<file path="src/rtl/bpc_pkg.sv">
package bpc_pkg;

    typedef enum logic [1:0] {
        PM_RUN   = 2'd0,
        PM_RESET = 2'd1,
        PM_HOLD  = 2'd2
    } pin_mode_e;

    typedef struct packed {
        logic wr;
        logic strb_n;
        logic wait_n;
        logic last_n;
        logic dir;
        logic den_n;
        logic lock_n;
    } ctl_t;

    localparam int CTL_W = $bits(ctl_t);

    // Fixed control levels while the core is in reset.
    localparam ctl_t CTL_IN_RESET = '{
        wr: 1'b0, strb_n: 1'b1, wait_n: 1'b1, last_n: 1'b0,
        dir: 1'b0, den_n: 1'b1, lock_n: 1'b1
    };

    // Hold acknowledge outranks reset; reset outranks normal running.
    function automatic pin_mode_e sel_mode(input logic rst_n, input logic ack);
        if (ack)    return PM_HOLD;
        if (!rst_n) return PM_RESET;
        return PM_RUN;
    endfunction

endpackage

</file>
<file path="src/rtl/bpc_sync.sv">
module bpc_sync #(
    parameter int STAGES = 2
) (
    input  logic clk,
    input  logic rst,
    input  logic d,
    output logic q
);
    logic [STAGES-1:0] chain;

    generate
        if (STAGES == 1) begin : g_one
            always_ff @(posedge clk) begin
                if (rst) chain <= '0;
                else     chain <= d;
            end
        end else begin : g_many
            always_ff @(posedge clk) begin
                if (rst) chain <= '0;
                else     chain <= {chain[STAGES-2:0], d};
            end
        end
    endgenerate

    assign q = chain[STAGES-1];
endmodule

</file>
<file path="src/rtl/bpc_hold_ctl.sv">
module bpc_hold_ctl (
    input  logic clk,
    input  logic rst,
    input  logic core_rst_n,
    input  logic req_sync,
    input  logic cyc_busy,
    output logic hold_ack,
    output logic bus_grant
);
    always_ff @(posedge clk) begin
        if (rst)
            hold_ack <= 1'b0;
        else if (!req_sync)
            hold_ack <= 1'b0;
        else if (!core_rst_n || !cyc_busy)
            hold_ack <= 1'b1;
    end

    assign bus_grant = core_rst_n & ~hold_ack & ~req_sync;

    // acknowledge only rises on a synchronized request
    p_ack_needs_req_r5: assert property (@(posedge clk) disable iff (rst)
        $rose(hold_ack) |-> $past(req_sync));

    // a withdrawn request drops the acknowledge on the next edge
    p_ack_release_r5: assert property (@(posedge clk) disable iff (rst)
        !req_sync |=> !hold_ack);

    // no grant while a cycle is running outside reset
    p_busy_blocks_r6: assert property (@(posedge clk) disable iff (rst)
        (core_rst_n && cyc_busy && !hold_ack) |=> !hold_ack);

    // in reset a synchronized request is always granted
    p_grant_in_reset_r7: assert property (@(posedge clk) disable iff (rst)
        (!core_rst_n && req_sync) |=> hold_ack);
endmodule

</file>
<file path="src/rtl/bpc_pin_mux.sv">
module bpc_pin_mux
    import bpc_pkg::*;
#(
    parameter int ADDR_W = 30,
    parameter int DATA_W = 32,
    parameter int BE_W   = 4,
    parameter int STAT_W = 3,
    parameter int DMA_CH = 4
) (
    input  pin_mode_e          mode,
    input  logic [ADDR_W-1:0]  c_addr,
    input  logic [DATA_W-1:0]  c_data,
    input  logic               c_data_oe,
    input  logic [BE_W-1:0]    c_be_n,
    input  ctl_t               c_ctl,
    input  logic [STAT_W-1:0]  c_stat,
    input  logic               c_breq,
    input  logic               c_fail_n,
    input  logic [DMA_CH-1:0]  c_dack_n,
    input  logic [DMA_CH-1:0]  c_tc,
    input  logic [DMA_CH-1:0]  c_tc_is_out,
    output logic [ADDR_W-1:0]  addr_o,
    output logic               addr_oe,
    output logic [DATA_W-1:0]  data_o,
    output logic               data_oe,
    output logic [BE_W-1:0]    be_n_o,
    output logic               be_oe,
    output ctl_t               ctl_o,
    output logic               ctl_oe,
    output logic [STAT_W-1:0]  stat_o,
    output logic               stat_oe,
    output logic               breq_o,
    output logic               fail_n_o,
    output logic [DMA_CH-1:0]  dack_n_o,
    output logic [DMA_CH-1:0]  tc_o,
    output logic [DMA_CH-1:0]  tc_oe
);
    // Value paths that never change with the mode.
    assign addr_o = c_addr;
    assign data_o = c_data;
    assign stat_o = c_stat;
    assign tc_o   = c_tc;

    always_comb begin
        addr_oe  = 1'b1;
        data_oe  = c_data_oe;
        be_n_o   = c_be_n;
        be_oe    = 1'b1;
        ctl_o    = c_ctl;
        ctl_oe   = 1'b1;
        stat_oe  = 1'b1;
        breq_o   = c_breq;
        fail_n_o = c_fail_n;
        dack_n_o = c_dack_n;
        unique case (mode)
            PM_RESET: begin
                addr_oe  = 1'b0;
                data_oe  = 1'b0;
                be_n_o   = '1;
                ctl_o    = CTL_IN_RESET;
                stat_oe  = 1'b0;
                breq_o   = 1'b0;
                fail_n_o = 1'b0;
                dack_n_o = '1;
            end
            PM_HOLD: begin
                addr_oe  = 1'b0;
                data_oe  = 1'b0;
                be_oe    = 1'b0;
                ctl_oe   = 1'b0;
                stat_oe  = 1'b0;
                fail_n_o = 1'b1;
                dack_n_o = '1;
            end
            default: ;
        endcase
    end

    // Each terminal-count pin: input mode in reset, otherwise its own direction.
    generate
        for (genvar ch = 0; ch < DMA_CH; ch++) begin : g_tc
            assign tc_oe[ch] = (mode == PM_RESET) ? 1'b0 : c_tc_is_out[ch];
        end
    endgenerate
endmodule

</file>
<file path="src/rtl/bpc_bus_pinctl.sv">
module bpc_bus_pinctl
    import bpc_pkg::*;
#(
    parameter int ADDR_W      = 30,
    parameter int DATA_W      = 32,
    parameter int STAT_W      = 3,
    parameter int DMA_CH      = 4,
    parameter int SYNC_STAGES = 2,
    parameter int BE_W        = DATA_W / 8
) (
    input  logic              clk,
    input  logic              rst,
    input  logic              core_rst_n,
    input  logic              hold_req_i,
    input  logic              cyc_busy_i,
    input  logic [ADDR_W-1:0] c_addr,
    input  logic [DATA_W-1:0] c_data,
    input  logic              c_data_oe,
    input  logic [BE_W-1:0]   c_be_n,
    input  logic              c_wr,
    input  logic              c_strb_n,
    input  logic              c_wait_n,
    input  logic              c_last_n,
    input  logic              c_dir,
    input  logic              c_den_n,
    input  logic              c_lock_n,
    input  logic [STAT_W-1:0] c_stat,
    input  logic              c_breq,
    input  logic              c_fail_n,
    input  logic [DMA_CH-1:0] c_dack_n,
    input  logic [DMA_CH-1:0] c_tc,
    input  logic [DMA_CH-1:0] c_tc_is_out,
    output logic [ADDR_W-1:0] addr_o,
    output logic              addr_oe_o,
    output logic [DATA_W-1:0] data_o,
    output logic              data_oe_o,
    output logic [BE_W-1:0]   be_n_o,
    output logic              be_oe_o,
    output logic              wr_o,
    output logic              strb_n_o,
    output logic              wait_n_o,
    output logic              last_n_o,
    output logic              dir_o,
    output logic              den_n_o,
    output logic              lock_n_o,
    output logic              ctl_oe_o,
    output logic [STAT_W-1:0] stat_o,
    output logic              stat_oe_o,
    output logic              breq_o,
    output logic              fail_n_o,
    output logic [DMA_CH-1:0] dack_n_o,
    output logic [DMA_CH-1:0] tc_o,
    output logic [DMA_CH-1:0] tc_oe_o,
    output logic              hold_ack_o,
    output logic              bus_grant_o
);
    logic      req_sync;
    pin_mode_e mode;
    ctl_t      core_ctl;
    ctl_t      pin_ctl;

    bpc_sync #(.STAGES(SYNC_STAGES)) u_sync (
        .clk (clk),
        .rst (rst),
        .d   (hold_req_i),
        .q   (req_sync)
    );

    bpc_hold_ctl u_hold (
        .clk        (clk),
        .rst        (rst),
        .core_rst_n (core_rst_n),
        .req_sync   (req_sync),
        .cyc_busy   (cyc_busy_i),
        .hold_ack   (hold_ack_o),
        .bus_grant  (bus_grant_o)
    );

    assign mode = sel_mode(core_rst_n, hold_ack_o);

    assign core_ctl = '{wr: c_wr, strb_n: c_strb_n, wait_n: c_wait_n,
                        last_n: c_last_n, dir: c_dir, den_n: c_den_n,
                        lock_n: c_lock_n};

    bpc_pin_mux #(
        .ADDR_W (ADDR_W),
        .DATA_W (DATA_W),
        .BE_W   (BE_W),
        .STAT_W (STAT_W),
        .DMA_CH (DMA_CH)
    ) u_mux (
        .mode        (mode),
        .c_addr      (c_addr),
        .c_data      (c_data),
        .c_data_oe   (c_data_oe),
        .c_be_n      (c_be_n),
        .c_ctl       (core_ctl),
        .c_stat      (c_stat),
        .c_breq      (c_breq),
        .c_fail_n    (c_fail_n),
        .c_dack_n    (c_dack_n),
        .c_tc        (c_tc),
        .c_tc_is_out (c_tc_is_out),
        .addr_o      (addr_o),
        .addr_oe     (addr_oe_o),
        .data_o      (data_o),
        .data_oe     (data_oe_o),
        .be_n_o      (be_n_o),
        .be_oe       (be_oe_o),
        .ctl_o       (pin_ctl),
        .ctl_oe      (ctl_oe_o),
        .stat_o      (stat_o),
        .stat_oe     (stat_oe_o),
        .breq_o      (breq_o),
        .fail_n_o    (fail_n_o),
        .dack_n_o    (dack_n_o),
        .tc_o        (tc_o),
        .tc_oe       (tc_oe_o)
    );

    assign wr_o     = pin_ctl.wr;
    assign strb_n_o = pin_ctl.strb_n;
    assign wait_n_o = pin_ctl.wait_n;
    assign last_n_o = pin_ctl.last_n;
    assign dir_o    = pin_ctl.dir;
    assign den_n_o  = pin_ctl.den_n;
    assign lock_n_o = pin_ctl.lock_n;

    // the shared bus is released whenever hold is acknowledged
    p_hold_floats_r4: assert property (@(posedge clk) disable iff (rst)
        hold_ack_o |-> (!addr_oe_o && !data_oe_o && !be_oe_o && !ctl_oe_o
                        && !stat_oe_o && fail_n_o && (&dack_n_o)));

    // reset levels on the control and failure pins
    p_reset_levels_r3: assert property (@(posedge clk) disable iff (rst)
        (!core_rst_n && !hold_ack_o) |-> (!wr_o && !last_n_o && !dir_o
                                          && !fail_n_o && !breq_o && ctl_oe_o));

    // terminal-count pins are inputs during reset
    p_tc_input_r1: assert property (@(posedge clk) disable iff (rst)
        (!core_rst_n && !hold_ack_o) |-> (tc_oe_o == '0));

    // the core never gets the bus while hold is acknowledged
    p_grant_excl_r8: assert property (@(posedge clk) disable iff (rst)
        hold_ack_o |-> !bus_grant_o);
endmodule

</file>
<file path="config.mk">
export PLATFORM = sky130hd
export DESIGN_NAME = bpc_bus_pinctl
export DESIGN_NICKNAME = d
export VERILOG_FILES = /design/src/rtl/bpc_pkg.sv /design/src/rtl/bpc_sync.sv /design/src/rtl/bpc_hold_ctl.sv /design/src/rtl/bpc_pin_mux.sv /design/src/rtl/bpc_bus_pinctl.sv
export SDC_FILE = /design/constraint.sdc
export NUM_CORES = 1
export LEC_CHECK = 0
export CAP_MARGIN = 40
export CORE_AREA = 2 2 74 76
export DETAILED_ROUTE_END_ITERATION = 12
export DIE_AREA = 0 0 76 78
export HOLD_SLACK_MARGIN = 0.15
export PLACE_DENSITY = 0.77
export SLEW_MARGIN = 20
export SYNTH_ARGS = -nofsm -noshare
export SYNTH_HDL_FRONTEND = slang
export SYNTH_SLANG_ARGS = --single-unit
export TNS_END_PERCENT = 100
</file>
<file path="constraint.sdc">
create_clock -name clk -period 2.6 [get_ports clk]
set_input_delay 0.52 -clock clk [delete_from_list [all_inputs] [get_ports clk]]
set_output_delay 0.52 -clock clk [all_outputs]
set_load 0.01 [all_outputs]
</file>
==> metrics.cfg <==
[floorplanning]
dieArea_sq_um = 5930
core-area_sq_um = 5040
placementRows = 26
fp.dieH_microns = 78
start_util = 0.158
ios = 193
fp.dieW_microns = 76

[timing]
rsz0062_at_grt = false
skew_ns = 0.00228
final.min_clock_period_ns = 2.51
setup_ws_ns = 0.0905
slew_viol_final = 0
worstMarginPinSlew_ns = 0.287
fmax_mhz = 398
slew_headroom = 0.808
period_share = 0.965
setup_viol = 0
finalHoldViolations = 0

[clock_tree]
htree_levels = 1
root_buffer = clkbuf_8
clkSlewWorstSetupHoldPaths_ns = 0.03
post_cts_buffers = 0
clk_path_buf_depth = 2
cts_tree = built
hold_buffers = 0
clk_latency_ns = 0.22
tritoncts.num_buffers = 3
clock-sinks = 3

[worst_hold_path]
min_path_type = reg -> reg

[routing]
route.detailed.drc = 0
drt-total-wl_mm = 1.93
postRouteAntennaNets = 0
vias = 544
drtIter0Drc = 6
post_drt_via_cell_ratio = 3.36
dr.pass1.iters = 2
drt-wirelength-per-cell_microns = 11.9

[placement]
routabilityCongestion = 0.661
post-place-ws_ns = -0.0498
port_buffers = 54
dp_hpwl_mm = 1.58

[pwr]
pwr-share-seq = 0.160
power_frac_clock = 0.438
swShare = 0.230
comb_power_share = 0.401
power.switching_w = 0.0000707
max-vdd-ir-drop_v = 0.000199
power_density_nw_per_um2 = 332
p_int_w = 0.000237
p_leak_nw = 0.334

[worst_setup_path]
crit_required_ns = 2.08
path_class = in -> out
startpoint_type = primary input
path_max_fanout = 9
worst_ep_arrival_time_ns = 1.99
crit_path_end_kind = output port

[synth]
yosysWarnings = 0
syn_avg_cell_area_sq_um = 7.50
syn_nets = 202
ys_ff_latch = 3
synth_cell_type_count = 13
ys_seq_area_frac = 0.0756
syn_area_sq_um = 795
synthCells = 106

[layout]
final_util = 0.184
drive_gt1_frac = 0.0543
nets = 189
insertedDiodeCount = 0
area.sequential_sq_um = 60.1
multiInputGateArea_sq_um = 191
syn_to_final_growth_pct = 16.9
fillerInstances = 562

[global_route]
grt_util_all_layers = 0.0620
grt_max_degree = 17
grt_pass1_wl_mm = 2.88
grt_overflow = 0
antenna_found_initial = 0
grt_pass1_vias = 620

[run]
drv_cap = 0

[status]
status = finished clean

## worst max-delay path, stage by stage
cell and delay [ns]:
clkdlybuf4s50_1 0.55, and2b_4 0.24, nor2b_1 0.14, clkdlybuf4s50_1 0.55
## synth_stat cells
cell      number  area, sq um
nor2b_1       10         62.6
buf_6          1         11.3
dfxtp_1        3         60.1
and2b_4        1         10.0
and2b_1        1         7.51
buf_4         71          533
or2_1          8         50.1
nor2_2         1         6.26
inv_1          1         3.75
a21oi_1        1         5.00
and2_1         1         6.26
nand2_1        2         7.51
nand2b_1       5         31.3
## worst paths after layout
| path | startpoint | endpoint | slack, ns | cells after the start |
|---|---|---|---|---|
| worst min-delay path | u_sync.chain[0]$_SDFF_PP0_ | u_sync.chain[1]$_SDFF_PP0_ | 0.45 | 1 |
| worst max-delay path | core_rst_n | bus_grant_o | 0.09 | 4 |
| worst min register to register | u_sync.chain[0]$_SDFF_PP0_ | u_sync.chain[1]$_SDFF_PP0_ | 0.45 | 1 |
| worst max register to register | u_hold.hold_ack$_SDFFE_PP0P_ | u_hold.hold_ack$_SDFFE_PP0P_ | 1.73 | 2 |
## registers in the layout, indices dropped and copies added (netlist names)
register	cells
u_hold.hold_ack	1
u_sync.chain	2
## power by group through the flow
stage                     combinational (W)  clock (W)  sequential, W
final                              0.000124   0.000135      0.0000494
after global routing               0.000132   0.000151      0.0000496
after CTS                          0.000125   0.000140      0.0000495
after detailed placement           0.000124          0      0.0000499
after global placement             0.000123          0      0.0000498
after floorplan                    0.000148          0      0.0000497
## per-stage QoR
stage,instances,setup TNS [ns],total power (W),hold WS [ns],area [sq um]
3_5_place_dp,158,-0.238,0.000174,0.448,878
3_3_place_gp,158,-0.0626,0.000173,0.426,878
6_report,162,0,0.000308,0.447,928
5_1_grt,162,0,0.000333,0.465,928
2_1_floorplan,106,0,0.000198,0.414,795
4_1_cts,162,0,0.000315,0.453,928
## kinds of logic (layout without fill, tap and decap cells)
logic type,count (synthesis),after routing,synth area share
buffers and inverters,73,59,0.690
flip-flops,3,3,0.0756
AND/OR/NAND/NOR,29,29,0.228
AO/OA/AOI/OAI,1,1,0.00629
## layer usage
metal	global-route usage	part of all wire	wire length, microns
met4	0.0691	0.091	176
met1	0.0445	0.26	497
met5	0	0	0
met3	0.0291	0.17	331
met2	0.113	0.48	919
## repair_timing
action / 4_1_cts / 5_1_grt
gates resized for setup: 1 / 0
endpoints found under the setup margin: 9 / 0
endpoints found under the hold margin: 0 / 0
## layout by cell type, fill, tap and decap left out, drive strengths merged
cell type and instances:
nor2 1, clkdlybuf4s50 54, clkbuf 4, and2b 2, or2 8, nand2 2, and2 1, nor2b 10
a21oi 1, inv 1, nand2b 5, dfxtp 3
## area by class of cell
type,count,share of cell area
sequential,3,0.0647
inverter,1,0.00404
tap,70,0.0943
multi-input combinational,30,0.206
clock buffer,4,0.0485
timing repair buffer,54,0.582
(Power assumes the default switching activity.)
